[src/rtl/ecp_fwd_tx.sv]
module ecp_fwd_tx #(
  parameter int DW    = 8,
  parameter int DEPTH = 16,
  parameter int TOW   = 16,
  localparam int AW   = $clog2(DEPTH),
  localparam int LW   = $clog2(DEPTH + 1)
) (
  input  logic          clk,
  input  logic          rst_n,
  input  logic          fwd_en,
  input  logic          wr_cmd,
  input  logic          wr_data,
  input  logic [DW-1:0] wr_byte,
  input  logic [LW-1:0] thresh,
  input  logic [TOW-1:0] tmo_limit,
  input  logic          clr_err,
  input  logic          periph_busy,
  output logic [DW-1:0] pd_out,
  output logic          host_ack,
  output logic          strobe_n,
  output logic [LW-1:0] fifo_level,
  output logic          fifo_empty,
  output logic          fifo_full,
  output logic          thresh_flag,
  output logic          tmo_err,
  output logic [DW-2:0] chan_addr
);

  typedef enum logic [2:0] {S_IDLE, S_SETUP, S_STRB, S_REL, S_ERR} state_t;

  state_t        state;
  logic [DW:0]   mem [DEPTH];
  logic [AW-1:0] wp, rp;
  logic [LW-1:0] level;
  logic [TOW-1:0] cnt;
  logic [DW:0]   head;
  logic          push, pop, waiting, expired;

  assign head     = mem[rp];
  assign push     = (wr_cmd | wr_data) && (level != LW'(DEPTH));
  assign pop      = (state == S_REL) && !periph_busy;
  assign waiting  = ((state == S_STRB) && !periph_busy) || ((state == S_REL) && periph_busy);
  assign expired  = waiting && (tmo_limit != '0) && (cnt == tmo_limit - 1'b1);

  assign fifo_level  = level;
  assign fifo_empty  = (level == '0);
  assign fifo_full   = (level == LW'(DEPTH));
  assign thresh_flag = (level >= thresh);
  assign tmo_err     = (state == S_ERR);

  always_ff @(posedge clk) begin
    if (push) mem[wp] <= {wr_cmd, wr_byte};
  end

  always_ff @(posedge clk or negedge rst_n) begin
    if (!rst_n) begin
      wp    <= '0;
      rp    <= '0;
      level <= '0;
    end else begin
      if (push) wp <= (wp == AW'(DEPTH - 1)) ? '0 : wp + 1'b1;
      if (pop)  rp <= (rp == AW'(DEPTH - 1)) ? '0 : rp + 1'b1;
      case ({push, pop})
        2'b10:   level <= level + 1'b1;
        2'b01:   level <= level - 1'b1;
        default: level <= level;
      endcase
    end
  end

  always_ff @(posedge clk or negedge rst_n) begin
    if (!rst_n) begin
      state     <= S_IDLE;
      pd_out    <= '0;
      host_ack  <= 1'b1;
      strobe_n  <= 1'b1;
      cnt       <= '0;
      chan_addr <= '0;
    end else begin
      cnt <= waiting ? cnt + 1'b1 : '0;
      case (state)
        S_IDLE: begin
          if (fwd_en && level != '0) begin
            pd_out   <= head[DW-1:0];
            host_ack <= ~head[DW];
            state    <= S_SETUP;
          end
        end
        S_SETUP: begin
          if (!periph_busy) begin
            strobe_n <= 1'b0;
            state    <= S_STRB;
          end
        end
        S_STRB: begin
          if (periph_busy) begin
            strobe_n <= 1'b1;
            state    <= S_REL;
          end else if (expired) begin
            strobe_n <= 1'b1;
            host_ack <= 1'b1;
            state    <= S_ERR;
          end
        end
        S_REL: begin
          if (!periph_busy) begin
            host_ack <= 1'b1;
            if (head[DW] && head[DW-1]) chan_addr <= head[DW-2:0];
            state <= S_IDLE;
          end else if (expired) begin
            host_ack <= 1'b1;
            state    <= S_ERR;
          end
        end
        S_ERR: begin
          if (clr_err) state <= S_IDLE;
        end
        default: state <= S_IDLE;
      endcase
    end
  end

endmodule


[config.mk]
export PLATFORM = sky130hd
export DESIGN_NAME = ecp_fwd_tx
export DESIGN_NICKNAME = d
export VERILOG_FILES = /design/src/rtl/ecp_fwd_tx.sv
export SDC_FILE = /design/constraint.sdc
export NUM_CORES = 1
export LEC_CHECK = 0
export ABC_AREA = 1
export BUFFER_PORTS_ARGS = -buffer_cell sky130_fd_sc_hd__buf_2
export CAP_MARGIN = 20
export CORE_ASPECT_RATIO = 1.25
export CORE_UTILIZATION = 55
export CTS_CLUSTER_SIZE = 30
export DETAILED_ROUTE_END_ITERATION = 6
export GPL_TIMING_DRIVEN = 0
export PLACE_DENSITY = 0.74
export RECOVER_POWER = 50
export SYNTH_ARGS = -nofsm -noshare
export SYNTH_HDL_FRONTEND = slang
export SYNTH_SLANG_ARGS = --single-unit
[constraint.sdc]
create_clock -name clk -period 4.5 [get_ports clk]
set_input_delay 0.225 -clock clk [delete_from_list [all_inputs] [get_ports clk]]
set_output_delay 0.225 -clock clk [all_outputs]
set_load 0.01 [all_outputs]
Word level (Yosys, flattened, before mapping)
Memory sizes are Yosys's and may differ from the RTL's.
Index checks and enable logic that the tools add are counted.
{"block": "word_totals", "word_cells": 80, "mem_count": 1, "output_inout_bits": 26, "register_bits": 49, "ram_bits": 144}
{"memory": "mem", "depth": 16, "width": 9, "read_ports": 1, "rd_clocked_by_memory_dff": 0, "wr": 1, "line_no": "32", "text": "logic [DW:0] mem [DEPTH];"}
{"block": "classes", "n_bitwise": 3, "n_eq_ne": 16, "n_reduce_logical": 22, "n_mux": 22, "order_cmp": 1, "addsub": 6}
{"cell": "$mux 3", "count": 6}
{"cell": "$add 16x1->16 const B", "count": 1}
{"cell": "$eq 16x16->1", "count": 1}
{"cell": "$mux 16", "count": 1}
{"cell": "$reduce_bool 16->1", "count": 1}
{"cell": "$sub 16x1->16 const B", "count": 1}
{"cell": "$pmux 3 s5", "count": 1}
{"cell": "$reduce_and 3->1", "count": 4}
{"cell": "$pmux 5 s2", "count": 1}
{"cell": "$mux 1", "count": 9}
{"cell": "$add 4x1->4 const B", "count": 2}
{"cell": "$eq 4x4->1 const B", "count": 2}
{"cell": "$logic_and 1x1->1", "count": 8}
{"cell": "$mux 4", "count": 2}
{"cell": "$ne 2x2->1 const B", "count": 4}
{"cell": "$eq 3x2->1 const B", "count": 2}
{"cell": "$add 5x1->5 const B", "count": 1}
{"cell": "$eq 5x5->1 const B", "count": 1}
{"cell": "$ge 5x5->1", "count": 1}
{"cell": "$logic_not 5->1", "count": 1}
{"cell": "$ne 5x5->1 const B", "count": 1}
{"cell": "$reduce_bool 5->1", "count": 1}
{"cell": "$sub 5x1->5 const B", "count": 1}
{"cell": "$reduce_bool 2->1", "count": 2}
{"cell": "other kinds (14)", "count": 15}

Depth between registers and ports, before layout
Gate-level depths: netlist (run 1).
{"block": "depth", "word_depth": 8, "mapped_depth": 17, "depth_no_buf": 17}

Worst setup path before layout (run 1)
OpenSTA, ideal clock, no wires.
{"block": "synth_timing", "kind": "register to register", "start": "reg level[0] (netlist: fifo_level[0])", "end": "reg level[4] (netlist: fifo_level[4])", "path_slack_ns": 2.187, "stages_incl_launch_ff": 15, "synth_period_minus_slack_ns": 2.313, "required_time_ns": 4.421, "arrival_ns": 2.234, "path_cell_list": "dfrtp_1 -> inv_1 -> nand4_1 -> o22ai_1 -> ha_1 -> inv_1 -> fa_1 -> inv_1 -> a21oi_1 -> nor2_1 -> nor2_1 -> nand2_1 -> nand2_1 -> nor2_1 -> xor2_1"}
{"block": "synth_via", "elab_chain_len": 4, "elab_cells_between_ends": 8, "classes_between": "add/sub: 2; eq/ne: 3; mux: 1; reduce/logical: 2"}
{"element": "start, declared", "line_no": "34", "text": "logic [LW-1:0] level;"}
{"element": "start signal, assigned", "line_no": "64", "text": "2'b10: level <= level + 1'b1;"}
{"element": "start signal, assigned", "line_no": "65", "text": "2'b01: level <= level - 1'b1;"}
{"element": "start signal, assigned", "line_no": "66", "text": "default: level <= level;"}
{"element": "parallel branches: the longest is 4 deep, another holds $sub 5x1->5"}
Several ways; the timed one is not identified.
A chain may end at the register's enable or synchronous reset.

Worst setup path after layout (run 1)
Ends and elaborated chain as after synthesis.

==> run metrics, run 1 <==
total congestion overflow=0; CP Capture Type=flip-flop; Synth Flop Type=edfxtp_1; maximum clock insertion buffer count=2; CP max-delay cell=o22ai_1; CTS tree=built; WS Path Type=reg -> reg; RD Place Congestion=0.878; Residual DRC=0; Hold Worst Slack=0.0514 ns; Post-DP HPWL=15000 um; FF-to-FF setup slack=1.75 ns; clk_skew=0.0136 ns; nets=1027; PostCTS Resize Cnt=0; # port buffers=59; headroom to the max-slew limit=-27.9%; Max Cap Viol=1; violated checks=capacitance limit, slew limit; I/O Pins=62; EDFF count, synth=144; Die H=146 um; status=finished, violations left; antenna violations before repair=0; Worst Path Required=4.87 ns; clock root buffer master=clkbuf_16; Clock Latency Late Sink=0.44 ns; slew of the pin with the lowest slew margin=1.92 ns; crit-path max FO=5; P_leak=0.00400 uW; Detailed Route WL=22300 um; Worst Setup Start Kind=flip-flop; Largest stage delay, worst path=0.48 ns; fmax=364 MHz; Period minus WS final=2.75 ns; Avg Vias per Cell=5.72; Clk pin slew, worst setup/hold paths=0.07 ns; hold crit path type=in -> reg; peak supply drop=0.370 mV; Fillers=1343; Mapped Area=9160 um^2; Synth cell types=40; total die area=17200 um^2; Net Count, Synth=946; final setup vio count=0; Seq cells post-synth=193; Post-synth ARST share=25.4%; largest net degree at the start of global routing=37; Synth Instances=892; share of layout cells above drive strength 1=13.1%; vias in the first global route=6694; Core ar.=16300 um^2; postcts setup bufs=0; worst-path cell chain=inv_1, nand4_1, o22ai_1, ha_1, inv_1, fa_1, inv_1, a21oi_1, nor2_1, nor2_1, nand2_1, nand2_1, nor2_1, xor2_1; final hold vios=0; Post-DRT Antenna Nets=0; share of the synthesized area in the top cell type=47.2%; warnings from Yosys=0; sequential area share after synthesis=60.6%; syn_area_per_cell=10.3 um^2; clk sink count=193; Num CTS Buffers=17; initial DRC count=719; drt pass-1 iters=6; top post-synthesis cells by count=nand2_1, edfxtp_1, nor2_1; Die W=117 um; synth top area cells=edfxtp_1, dfrtp_1, nand2_1, nor2_1, o21ai_0; fin. max-slew vios=37; antenna cell count=0; first-pass GRT wire length=35100 um; Initial Util=56.3%; largest area contributor in the netlist=edfxtp_1; Area growth, synth to finish=12.3%; DR vias=6874; setup tns final=0 ns; CTS H-tree lvls=4; final period utilization=61.1%; Global Route Usage Sum=27.0%; power per standard cell area=594 nW/um^2; num rows=52; count leader, synth=nand2_1; crit path DAT=3.12 ns; WL/cell=18.6 um; RSZ-0062 raised after global routing=false
-- per-layer routing --
metal	track usage [%]	up-vias	share of wire, %
met4	16.7	0	4.7
met5	0	-	0
met2	46.2	302	50
met1	32.1	3248	39
met3	4.34	67	6.3
li1	-	3257	-
-- sequential cells by signal (all words and copies together), names as in the netlist --
signal,flops
cnt,16
mem,144
fifo_level,5
chan_addr,7
rp,4
state,3
strobe_n,1
wp,4
host_ack,1
pd_out,8
-- logic make-up (layout without fill, tap and decap cells) --
| logic type | count (synthesis) | count (layout) | synth area share, % |
|---|---|---|---|
| adder cells (fa/ha/maj) | 18 | 18 | 2.54 |
| flip-flops | 193 | 193 | 60.6 |
| buffers and inverters | 110 | 204 | 5.42 |
| AO/OA/AOI/OAI | 188 | 188 | 12.0 |
| XOR/XNOR | 22 | 22 | 2.10 |
| AND/OR/NAND/NOR | 361 | 361 | 17.3 |
-- placed cells by master (no fill, tap or decap), drive strengths merged, types with 16 or more instances in the layout --
master | synthesis | layout
edfxtp | 144 | 144
o22ai | 16 | 16
inv | 74 | 77
nor2 | 158 | 158
dfrtp | 47 | 47
o21ai | 109 | 109
a21oi | 18 | 18
o221ai | 22 | 22
clkbuf | 10 | 52
ha | 17 | 17
nand2 | 151 | 151
nand3 | 33 | 33
buf | 25 | 62
-- final cells by class --
class | count | area [um^2] | share of cell area, %
Sequential cell | 193 | 5550 | 54.0
Buffer | 35 | 215 | 2.09
Inverter | 75 | 282 | 2.74
Clock inverter | 14 | 138 | 1.34
Multi-Input combinational cell | 589 | 3110 | 30.3
Timing Repair Buffer | 62 | 288 | 2.80
Clock buffer | 18 | 429 | 4.17
Tap cell | 216 | 270 | 2.63
-- report_power, final --
group          internal, uW  switching [uW]  leakage (uW)
clock network           816             663      0.000273
registers              2270             157       0.00193
logic                   672            1530       0.00179
total                  3760            2350       0.00400
-- through the flow --
step / utilization [%] / setup slack (ns) / power, uW / std cells / instance area [um^2]
final: 63.2 / 1.75 / 6110 / 1202 / 10300
after CTS: 63.5 / 1.72 / 6090 / 1201 / 10300
after floorplan: - / 2.19 / 3840 / 892 / 9160
after global placement: 59.8 / 1.81 / 4550 / 1167 / 9730
after detailed placement: 59.9 / 1.74 / 4610 / 1168 / 9750
after global routing: 63.2 / 1.31 / 6410 / 1202 / 10300
-- worst paths after layout --
path | startpoint | to | depth (start not counted)
worst min-delay path | clr_err | state[2]$_DFFE_PN0P_ | 4
worst max-delay path | fifo_level[0]$_DFFE_PN0P_ | fifo_level[4]$_DFFE_PN0P_ | 14
worst min register to register | strobe_n$_DFFE_PN1P_ | strobe_n$_DFFE_PN1P_ | 2
worst max register to register | fifo_level[0]$_DFFE_PN0P_ | fifo_level[4]$_DFFE_PN0P_ | 14
min in group asynchronous | rst_n | fifo_level[0]$_DFFE_PN0P_ | 2
max in group asynchronous | rst_n | chan_addr[4]$_DFFE_PN0P_ | 3
-- worst max-delay path: cells and delay by family (launching register included) --
kind                     cells  cell delay, ns
flip-flops                   1            0.42
adder cells (fa/ha/maj)      2            0.69
AO/OA/AOI/OAI                2            0.54
buffers and inverters        3            0.34
XOR/XNOR                     1            0.14
AND/OR/NAND/NOR              6            0.56
-- what timing repair did --
item                                    CTS  global route
hold endpoints to repair                 13             0
hold buffers                              1             0
endpoints found under the setup margin    0             0
(Power assumes the default switching activity.)
==> run 2: changes to the inputs <==
- ABC_AREA: 1 -> 0
- CORE_UTILIZATION: 55 -> 54
- PLACE_DENSITY: 0.74 -> 0.75
- clock period: 4.5 -> 2.37 ns (I/O delays scaled with it)
==> run metrics, run 2 <==
status=finished, violations left (unchanged); violated checks=setup timing (was capacitance limit, slew limit); dpl cells=820 (was 1168); P_leak=0.00371 uW (was 0.00400 uW); CTS tree=built (unchanged); Global Route Usage Sum=23.2% (was 27.0%); share of the synthesized area in the top cell type=50.3% (was 47.2%); Worst R2R Start=rp[0]$_DFFE_PN0P_ (was fifo_level[0]$_DFFE_PN0P_); Mapped Area=8590 um^2 (was 9160 um^2); PnR worst setup slack=-0.0467 ns (was 1.75 ns); synth top area cells=edfxtp_1, dfrtp_1, mux4_2, ha_1, mux2_2 (was edfxtp_1, dfrtp_1, nand2_1, nor2_1, o21ai_0); WS Path Type=reg -> reg (unchanged); Core ar.=15600 um^2 (was 16300 um^2); # port buffers=60 (was 59); clk sink count=193 (unchanged); crit path DAT=2.73 ns (was 3.12 ns); final hold vios=0 (unchanged); FF-to-FF setup slack=-0.05 ns (was 1.75 ns); Clk pin slew, worst setup/hold paths=0.08 ns (was 0.07 ns); Regs by FF count=mem x144, cnt x16, pd_out x8 (unchanged); Synth cell types=50 (was 40); initial DRC count=382 (was 719); Hold Worst Slack=0.0139 ns (was 0.0514 ns); sequential area share after synthesis=64.6% (was 60.6%); Num CTS Buffers=17 (unchanged); DR vias=5035 (was 6874); WL/cell=20.3 um (was 18.6 um); peak supply drop=0.532 mV (was 0.370 mV); RSZ-0062 raised after global routing=true (was false); R2R depth=6 (was 14); syn_area_per_cell=15.7 um^2 (was 10.3 um^2); clock root buffer master=clkbuf_16 (unchanged); crit-path max FO=7 (was 5); largest net degree at the start of global routing=50 (was 37); worst-path cell chain=buf_8, buf_12, mux4_2, mux4_2, nand3_4, mux2_4 (was inv_1, nand4_1, o22ai_1, ha_1, inv_1, fa_1, inv_1, a21oi_1, nor2_1, nor2_1, nand2_1, nand2_1, nor2_1, xor2_1); Largest register FFs=144 (unchanged); setup tns final=-0.261 ns (was 0 ns); total die area=16400 um^2 (was 17200 um^2); CP startpoint=rp[0]$_DFFE_PN0P_ (was fifo_level[0]$_DFFE_PN0P_); Post-DRT Antenna Nets=0 (unchanged); total power=11400 uW (was 6110 uW); Die W=115 um (was 117 um); Worst Path Required=2.69 ns (was 4.87 ns); Max Cap Viol=0 (was 1); first-pass GRT wire length=27600 um (was 35100 um); Initial Util=55.2% (was 56.3%); CTS H-tree lvls=4 (unchanged); Reg with most FFs=mem (unchanged); Net Count, Synth=602 (was 946); power per standard cell area=1130 nW/um^2 (was 594 nW/um^2); Period minus WS final=2.42 ns (was 2.75 ns); warnings from Yosys=0 (unchanged); slew of the pin with the lowest slew margin=0.951 ns (was 1.92 ns); Seq cells post-synth=193 (unchanged); post-route insts no fill=864 (was 1202); count leader, synth=edfxtp_1 (was nand2_1); Die H=143 um (was 146 um); EDFF count, synth=144 (unchanged); headroom to the max-slew limit=36.6% (was -27.9%); fmax=414 MHz (was 364 MHz); num rows=51 (was 52); maximum clock insertion buffer count=2 (unchanged); total congestion overflow=0 (unchanged); CP max-delay cell=mux4_2 (was o22ai_1); Detailed Route WL=17600 um (was 22300 um); Area growth, synth to finish=17.4% (was 12.3%); CP Capture Type=flip-flop (unchanged); Crit path top cell by count=mux4_2; Synth Instances=548 (was 892); commonest non-fill, non-tap cell in the layout=edfxtp_1 (was nand2_1); Largest stage delay, worst path=0.56 ns (was 0.48 ns); CP endpoint=chan_addr[2]$_DFFE_PN0P_ (was fifo_level[4]$_DFFE_PN0P_); RR Endpoint=chan_addr[2]$_DFFE_PN0P_ (was fifo_level[4]$_DFFE_PN0P_); top post-synthesis cells by count=edfxtp_1, dfrtp_1, mux4_2 (was nand2_1, edfxtp_1, nor2_1); nets=693 (was 1027); hold crit path type=in -> reg (unchanged); drt pass-1 iters=5 (was 6); vias in the first global route=5165 (was 6694); fin. max-slew vios=0 (was 37); antenna violations before repair=0 (unchanged); Synth Flop Type=edfxtp_1 (unchanged); Clock Latency Late Sink=0.44 ns (about the same); Avg Vias per Cell=5.83 (was 5.72); largest area contributor in the netlist=edfxtp_1 (unchanged); I/O Pins=62 (unchanged); most frequent cells in the layout=edfxtp_1, buf_2, mux4_2, dfrtp_1, nor2_1 (was nand2_1, edfxtp_1, nor2_1, o21ai_0, inv_1); Worst Setup Start Kind=flip-flop (unchanged); Residual DRC=0 (unchanged); share of layout cells above drive strength 1=28.5% (was 13.1%); antenna cell count=0 (unchanged); Post-DP HPWL=12100 um (was 15000 um); final period utilization=102% (was 61.1%); dpl ws=-0.549 ns (was 1.74 ns); clk_skew=0.0129 ns (was 0.0136 ns); RD Place Congestion=0.786 (was 0.878); Post-synth ARST share=25.4% (unchanged); final setup vio count=7 (was 0)
run 2: through the flow:
stage / area (um^2) / utilization (%)
after CTS: 10000 / 64.4
after detailed placement: 9180 / 59.0
after floorplan: 8610 / -
after global routing: 10100 / 64.8
after global placement: 9180 / 59.0
final: 10100 / 64.8
run 2: final cells by class:
cell class,instances,area [um^2]
Sequential cell,193,5560
Fill cell,1126,5480
Multi-Input combinational cell,312,2980
Clock buffer,17,425
Timing Repair Buffer,75,420
Tap cell,212,265
Clock inverter,15,214
Buffer,20,145
Inverter,20,80.1
run 2: logic make-up (layout without fill, tap and decap cells):
family                   after synthesis  count (layout)  share of synthesized area, %
AO/OA/AOI/OAI                         58              58                          4.24
XOR/XNOR                              38              38                          3.87
adder cells (fa/ha/maj)               18              18                          2.71
buffers and inverters                 43             147                          2.01
flip-flops                           193             193                          64.6
multiplexers                          65              65                          14.4
AND/OR/NAND/NOR                      133             133                          8.18
run 2: timing repair:
action,in CTS,in global routing
gates resized for setup,33,17
setup buffers,8,3
setup endpoints to repair,23,19
pin swaps,5,8
cloned,1,0
endpoints found under the hold margin,48,0
hold buffers,2,0
run 2: power by group:
part / total (uW) / switching, uW / internal, uW
Sequential: 4690 / 386 / 4300
Clock: 2980 / 1490 / 1490
Combinational: 3710 / 1870 / 1840
Total: 11400 / 3750 / 7640
run 2: how the worst min path moves through the flow:
stage / cells past startpoint / end / from
floorplan: 0 / chan_addr[0]$_DFFE_PN0P_ / rst_n
global placement: 1 / wp[1]$_DFFE_PN0P_ / rst_n
detailed placement: 1 / wp[3]$_DFFE_PN0P_ / rst_n
CTS: 3 / strobe_n$_DFFE_PN1P_ / periph_busy
global route: 3 / strobe_n$_DFFE_PN1P_ / periph_busy
finish: 3 / strobe_n$_DFFE_PN1P_ / periph_busy
run 2: routing by layer:
| layer | global-route usage (%) | up-vias | share of wire, % |
|---|---|---|---|
| li1 | - | 2283 | - |
| met1 | 27.3 | 2554 | 39 |
| met2 | 41.4 | 164 | 54 |
| met3 | 5.65 | 34 | 4.5 |
| met4 | 8.07 | 0 | 2.2 |
| met5 | 0 | - | 0 |
run 2: worst max-delay path, delay by kind of cell, from the launching register on:
family	cells	cell delay, ns
muxes	3	1.39
DFF	1	0.41
and+or+nand+nor	1	0.21
buffers and inverters	2	0.28
